===== config.mk =====
export PLATFORM = sky130hd
export DESIGN_NAME = spec_err_comp
export DESIGN_NICKNAME = d
export VERILOG_FILES = /design/src/rtl/sec_pkg.sv /design/src/rtl/sec_rst_sync.sv /design/src/rtl/sec_decide.sv /design/src/rtl/sec_apply.sv /design/src/rtl/spec_err_comp.sv
export SDC_FILE = /design/constraint.sdc
export NUM_CORES = 1
export LEC_CHECK = 0
export ABC_CLOCK_PERIOD_IN_PS = 800
export BUFFER_PORTS_ARGS = -buffer_cell sky130_fd_sc_hd__buf_2
export CAP_MARGIN = 40
export CORE_UTILIZATION = 30
export CTS_CLUSTER_DIAMETER = 80
export CTS_CLUSTER_SIZE = 40
export DETAILED_ROUTE_END_ITERATION = 6
export GPL_TIMING_DRIVEN = 1
export PLACE_DENSITY = 0.5
export SLEW_MARGIN = 30
export SYNTH_ARGS = -nofsm -noshare
export SYNTH_HDL_FRONTEND = slang
export SYNTH_SLANG_ARGS = --single-unit

===== constraint.sdc =====
create_clock -name clk -period 0.8 [get_ports clk]
set_input_delay 0.04 -clock clk [delete_from_list [all_inputs] [get_ports clk]]
set_output_delay 0.04 -clock clk [all_outputs]
set_load 0.1 [all_outputs]

===== src/rtl/sec_pkg.sv =====
package sec_pkg;

  // Edit applied to a block's low correction group
  typedef enum logic [1:0] {
    CORR_NONE = 2'd0,
    CORR_INC  = 2'd1,
    CORR_DEC  = 2'd2
  } corr_op_t;

  // Edit applied to a block's high balancing group
  typedef enum logic [1:0] {
    BAL_NONE = 2'd0,
    BAL_SET  = 2'd1,
    BAL_CLR  = 2'd2
  } bal_op_t;

endpackage


===== src/rtl/sec_rst_sync.sv =====
module sec_rst_sync (
  input  logic clk,
  input  logic arst_n,
  output logic srst_n
);

  logic meta_q;

  always_ff @(posedge clk or negedge arst_n) begin
    if (!arst_n) begin
      meta_q <= 1'b0;
      srst_n <= 1'b0;
    end else begin
      meta_q <= 1'b1;
      srst_n <= meta_q;
    end
  end

endmodule


===== src/rtl/sec_decide.sv =====
module sec_decide
  import sec_pkg::*;
#(
  parameter int CORR_W = 2
) (
  input  logic              flag,
  input  logic              dir_up,
  input  logic [CORR_W-1:0] lsb_grp,
  output corr_op_t          corr_op,
  output bal_op_t           bal_op
);

  logic grp_full;
  logic grp_empty;

  assign grp_full  = &lsb_grp;
  assign grp_empty = ~|lsb_grp;

  // The flag steers between pass, exact step, and fallback balancing
  always_comb begin
    corr_op = CORR_NONE;
    bal_op  = BAL_NONE;
    if (flag) begin
      if (dir_up) begin
        if (!grp_full) corr_op = CORR_INC;
        else           bal_op  = BAL_SET;
      end else begin
        if (!grp_empty) corr_op = CORR_DEC;
        else            bal_op  = BAL_CLR;
      end
    end
  end

endmodule


===== src/rtl/sec_apply.sv =====
module sec_apply
  import sec_pkg::*;
#(
  parameter int BLK_W  = 4,
  parameter int CORR_W = 2,
  parameter int BAL_W  = 2
) (
  input  logic [BLK_W-1:0] blk_in,
  input  corr_op_t         corr_op,
  input  bal_op_t          bal_op,
  output logic [BLK_W-1:0] blk_out
);

  localparam int BAL_LO = BLK_W - BAL_W;

  logic [CORR_W-1:0] lsb_in;
  logic [CORR_W-1:0] lsb_out;

  assign lsb_in = blk_in[CORR_W-1:0];

  always_comb begin
    unique case (corr_op)
      CORR_INC: lsb_out = lsb_in + CORR_W'(1);
      CORR_DEC: lsb_out = lsb_in - CORR_W'(1);
      default:  lsb_out = lsb_in;
    endcase
  end

  // Groups never overlap (CORR_W + BAL_W <= BLK_W), so both edits compose
  always_comb begin
    blk_out               = blk_in;
    blk_out[CORR_W-1:0]   = lsb_out;
    unique case (bal_op)
      BAL_SET: blk_out[BLK_W-1:BAL_LO] = '1;
      BAL_CLR: blk_out[BLK_W-1:BAL_LO] = '0;
      default: ;
    endcase
  end

endmodule


===== src/rtl/spec_err_comp.sv =====
module spec_err_comp
  import sec_pkg::*;
#(
  parameter int BLK_W   = 4,
  parameter int NUM_BLK = 4,
  parameter int CORR_W  = 2,
  parameter int BAL_W   = 2
) (
  input  logic                       clk,
  input  logic                       rst_n,
  input  logic                       in_valid,
  input  logic [BLK_W*NUM_BLK-1:0]   in_sum,
  input  logic [NUM_BLK-2:0]         in_err,
  input  logic [NUM_BLK-2:0]         in_dir,
  output logic                       out_valid,
  output logic [BLK_W*NUM_BLK-1:0]   out_sum
);

  localparam int SUM_W   = BLK_W * NUM_BLK;
  localparam int NUM_BND = NUM_BLK - 1;
  localparam int BAL_LO  = BLK_W - BAL_W;

  logic rst_s_n;

  sec_rst_sync u_rst_sync (
    .clk    (clk),
    .arst_n (rst_n),
    .srst_n (rst_s_n)
  );

  // ---------------- boundary decisions ----------------
  corr_op_t bnd_corr [NUM_BND];
  bal_op_t  bnd_bal  [NUM_BND];

  for (genvar j = 0; j < NUM_BND; j++) begin : g_bnd
    sec_decide #(.CORR_W(CORR_W)) u_dec (
      .flag    (in_err[j]),
      .dir_up  (in_dir[j]),
      .lsb_grp (in_sum[(j+1)*BLK_W +: CORR_W]),
      .corr_op (bnd_corr[j]),
      .bal_op  (bnd_bal[j])
    );

    // a boundary either steps or balances, never both
    assert_one_action_R5: assert property (@(posedge clk) disable iff (!rst_s_n)
      in_valid |-> !((bnd_corr[j] != CORR_NONE) && (bnd_bal[j] != BAL_NONE)));
  end

  // Map boundary decisions onto per-block edits
  corr_op_t blk_corr [NUM_BLK];
  bal_op_t  blk_bal  [NUM_BLK];

  always_comb begin
    for (int k = 0; k < NUM_BLK; k++) begin
      blk_corr[k] = CORR_NONE;
      blk_bal[k]  = BAL_NONE;
    end
    for (int j = 0; j < NUM_BND; j++) begin
      blk_corr[j+1] = bnd_corr[j];
      blk_bal[j]    = bnd_bal[j];
    end
  end

  // ---------------- stage 1 ----------------
  logic             s1_valid, s1_valid_d;
  logic [SUM_W-1:0] s1_sum,   s1_sum_d;
  corr_op_t         s1_corr   [NUM_BLK];
  corr_op_t         s1_corr_d [NUM_BLK];
  bal_op_t          s1_bal    [NUM_BLK];
  bal_op_t          s1_bal_d  [NUM_BLK];

  always_comb begin
    s1_valid_d = in_valid;
    s1_sum_d   = in_valid ? in_sum : s1_sum;
    for (int k = 0; k < NUM_BLK; k++) begin
      s1_corr_d[k] = in_valid ? blk_corr[k] : s1_corr[k];
      s1_bal_d[k]  = in_valid ? blk_bal[k]  : s1_bal[k];
    end
  end

  always_ff @(posedge clk or negedge rst_s_n) begin
    if (!rst_s_n) s1_valid <= 1'b0;
    else          s1_valid <= s1_valid_d;
  end

  always_ff @(posedge clk) begin
    s1_sum  <= s1_sum_d;
    s1_corr <= s1_corr_d;
    s1_bal  <= s1_bal_d;
  end

  // ---------------- apply edits ----------------
  logic [SUM_W-1:0] app_sum;
  logic             s1_quiet;

  for (genvar k = 0; k < NUM_BLK; k++) begin : g_blk
    sec_apply #(.BLK_W(BLK_W), .CORR_W(CORR_W), .BAL_W(BAL_W)) u_app (
      .blk_in  (s1_sum[k*BLK_W +: BLK_W]),
      .corr_op (s1_corr[k]),
      .bal_op  (s1_bal[k]),
      .blk_out (app_sum[k*BLK_W +: BLK_W])
    );
  end

  always_comb begin
    s1_quiet = 1'b1;
    for (int k = 0; k < NUM_BLK; k++) begin
      if (s1_corr[k] != CORR_NONE || s1_bal[k] != BAL_NONE) s1_quiet = 1'b0;
    end
  end

  // ---------------- stage 2 ----------------
  logic             out_valid_d;
  logic [SUM_W-1:0] out_sum_d;

  always_comb begin
    out_valid_d = s1_valid;
    out_sum_d   = s1_valid ? app_sum : out_sum;
  end

  always_ff @(posedge clk or negedge rst_s_n) begin
    if (!rst_s_n) out_valid <= 1'b0;
    else          out_valid <= out_valid_d;
  end

  always_ff @(posedge clk) begin
    out_sum <= out_sum_d;
  end

  // ---------------- checks ----------------
  assert_valid_latency_R1: assert property (@(posedge clk) disable iff (!rst_s_n)
    in_valid |=> ##1 out_valid);

  assert_pass_through_R2: assert property (@(posedge clk) disable iff (!rst_s_n)
    (s1_valid && s1_quiet) |=> (out_sum == $past(s1_sum)));

  for (genvar k = 0; k < NUM_BLK; k++) begin : g_chk
    assert_no_wrap_up_R3: assert property (@(posedge clk) disable iff (!rst_s_n)
      (s1_valid && s1_corr[k] == CORR_INC) |=> (out_sum[k*BLK_W +: CORR_W] != '0));

    assert_no_wrap_down_R4: assert property (@(posedge clk) disable iff (!rst_s_n)
      (s1_valid && s1_corr[k] == CORR_DEC) |=> (out_sum[k*BLK_W +: CORR_W] != '1));

    assert_bal_high_R6: assert property (@(posedge clk) disable iff (!rst_s_n)
      (s1_valid && s1_bal[k] == BAL_CLR) |=> (out_sum[k*BLK_W+BAL_LO +: BAL_W] == '0));

    // stepping the low group leaves the high group of the same block intact
    assert_low_edit_keeps_high_R8: assert property (@(posedge clk) disable iff (!rst_s_n)
      (s1_valid && s1_bal[k] == BAL_NONE) |=>
        (out_sum[k*BLK_W+BAL_LO +: BAL_W] == $past(s1_sum[k*BLK_W+BAL_LO +: BAL_W])));
  end

endmodule


==> flow_metrics.py <==
metrics = {
    "status": {
        "status": "finished with violations",
        "violations": "setup timing",
    },
    "timing": {
        "slew_viol_final": 0,
        "fin_crit_sh_pct": 144.1,
        "setup_viol": 46,
        "timing.final.ws_setup_ns": -0.3532,
        "rsz0062_at_grt": "yes",
        "period_needed_ns": 1.153,
        "finClkSkew_ns": 0.004877,
        "hold_viol": 0,
        "clock.fmax_ghz": 0.8672,
    },
    "synthesis": {
        "async_reset_ff_share_pct": 8.333,
        "synthMuxAreaShare_pct": 0,
        "synth_area_leaders": "edfxtp_1 (74%), dfrtp_1 (5.6%), ha_1 (4.2%)",
        "synth_cell_types": 12,
        "synth.top_cells.by_count": "edfxtp_1 (44), nand2_1 (18), nor2_1 (12)",
        "synth_cells": 112,
        "synth_top_area_share_pct": 74.16,
        "yosysSeqAreaShare_pct": 79.78,
        "synthXorXnorAreaFrac_pct": 4.424,
        "synthAdderAreaFrac_pct": 4.213,
        "yosys.area_share.simple_pct": 9.270,
        "yosys.area.top_type": "edfxtp_1",
        "syn_area_um2": 1782,
        "ys_warn_count": 0,
        "synth_edf_count": 44,
        "synthFlopType": "edfxtp_1",
        "synth-compound-area-share_pct": 0.8427,
        "synth_most_common_cell": "edfxtp_1",
        "syn-num-nets": 143,
        "ys_ff_latch": 48,
        "synth_top_family_by_area": "simple AND/OR/NAND/NOR gates",
        "avgSynthCellArea_um2": 15.91,
    },
    "setup_path": {
        "crit_fanout": 1,
        "crit_slowest_cell": "edfxtp_1",
        "crit_start": "s1_corr[2]",
        "path_buf_inv": 1,
        "cp-end-kind": "flop",
        "critical_path_required_ns": 0.85,
        "startpoint_type": "flop",
        "crit_arrival_ns": 1.20,
        "crit_cells": 5,
        "reg2reg_from": "s1_corr[2]",
        "path_delay_family": "flip-flops",
        "crit_chain": "inv_2, ha_4, xnor2_2, nor2_1, xor2_1",
        "rr_worst_depth": 5,
        "crit_type": "flop to flop",
        "critical_path.max_stage_delay_ns": 0.40,
    },
    "power_and_ir_drop": {
        "ir_drop_v": 0.001054,
        "p_leak_nw": 1.138,
        "powerDensity_nw_per_um2": 2268,
    },
    "clock_tree": {
        "htree_levels": 2,
        "clk_pin_slew_ns": 0.08,
        "cts_tree": "yes",
        "clk_path_buf_depth": 2,
        "clock-sinks": 48,
        "insertion_delay_ns": 0.29,
        "clockRootBuffer": "clkbuf_8",
        "cts_buffers": 5,
    },
    "routing": {
        "drc": 0,
        "drt-vias-per-instance": 4.090,
        "drtIter0Drc": 49,
        "ant_nets": 0,
        "vias": 1047,
        "routed_wl_um": 2903,
        "routedWlPerCell_um": 11.34,
        "dr.pass1.iters": 4,
    },
    "final_layout": {
        "syn_to_final_growth_pct": 59.83,
        "final_area_um2": 2848,
        "fin_cells": 256,
        "drive_above_1_share_pct": 42.39,
        "nNetsFinal": 214,
        "diodes": 0,
    },
    "floorplan": {
        "io_pins": 42,
        "initial_utilization_pct": 31.77,
        "design.core.area_um2": 5608,
        "dieHeight_um": 79.07,
        "row_count": 27,
        "die_area_um2": 6251,
        "die_w_um": 79.07,
    },
    "place": {
        "place_congestion": 0.6897,
        "post_dp_cell_area_um2": 2420,
        "pre_cts_slack_ns": -0.3572,
        "io_buffers": 41,
        "dp_cells": 231,
        "hpwl_um": 2022,
    },
    "global_route": {
        "grt_pass1_vias": 1085,
        "grt_overflow": 0,
        "grt_max_degree": 30,
        "grt_usage_pct": 10.47,
        "antenna_found_initial": 0,
        "grt_pass1_wl_um": 4767,
    },
    "min_path": {
        "hp-class": "flop to async pin",
    },
    "flow_run": {
        "max-cap-violations": 0,
    },
}
-- registers in the layout (all words and copies together), names as in the netlist --
signal / count
out_valid_d: 1
out_valid: 1
u_rst_sync.srst_n: 1
s1_bal: 6
s1_corr: 6
out_sum: 16
u_rst_sync.meta_q: 1
s1_sum: 16
-- stage by stage --
step / hold WS, ns / setup TNS [ns] / util [%] / power, W
6_report: 0.02502 / -7.381 / 50.78 / 0.006460
5_1_grt: 0.04176 / -8.684 / 50.78 / 0.006718
4_1_cts: 0.02879 / -8.221 / 49.96 / 0.006484
3_5_place_dp: -0.1679 / -3.749 / 43.15 / 0.004908
3_3_place_gp: -0.1711 / -3.383 / 43.15 / 0.004866
2_1_floorplan: -0.2556 / -5.976 / - / 0.004182
-- cell families (layout without fill, tap and decap cells) --
logic type | after synthesis | after routing
other | 1 | 1
buffers and inverters | 6 | 78
DFF | 48 | 48
xor gates and xnor gates | 9 | 9
AOI/OAI and AO/OA | 3 | 3
adders and majority gates | 6 | 6
and+or+nand+nor | 39 | 39
-- worst register-to-register path, cell delays in order, from the launching register on --
cell and delay [ns]:
edfxtp_1 0.40, inv_2 0.09, ha_4 0.14, xnor2_2 0.10
nor2_1 0.06, xor2_1 0.13
-- final cells by class --
type | count | area (um^2)
clock inverters | 1 | 3.754
well taps | 72 | 90.09
multi-input cells | 58 | 483.0
fillers | 499 | 2760
inverters | 6 | 22.52
clock buffers | 7 | 86.33
repair buffers | 64 | 738.2
flip-flops and latches | 48 | 1424
-- worst paths after layout --
kind,end,slack (ns)
setup / recovery,out_sum[9],-0.35
hold / removal,out_valid_d,0.03
setup reg to reg,out_sum[9],-0.35
hold reg to reg,out_valid_d,0.03
max in group asynchronous,out_valid,0.64
min in group clk,s1_bal[4],0.08
-- per-layer routing --
layer	wire length, um	part of all wire, %	up-vias	GRT usage [%]
li1	-	-	529	-
met5	0	0	-	0
met4	34	1.2	0	5.455
met3	131	4.5	2	3.563
met2	1713	59	27	19.91
met1	1025	35	489	9.685
-- what timing repair did --
item / CTS / global route
gates resized for setup: 11 / 14
endpoints found under the setup margin: 45 / 49
pin swaps: 5 / 7
hold endpoints to repair: 18 / 0
setup buffers: 1 / 1
hold buffers: 17 / 0
gates cloned: 1 / 0
-- report_power, final --
part           switching (W)  internal, W  leakage [nW]
logic                0.00110     0.000777         0.620
clock network       0.000708     0.000692        0.0459
registers           0.000155      0.00303         0.472
total                0.00197      0.00449          1.14
-- placed cells by master, fill, tap and decap left out, drive strengths merged --
cell,instances
buf,47
edfxtp,44
nand2,18
dlygate4sd3,17
nor2,12
clkbuf,7
ha,6
xnor2,6
inv,6
nand2b,6
dfrtp,4
xor2,3
a21oi,3
nor3,3
clkinv,1
conb,1
(Power assumes the default switching activity.)
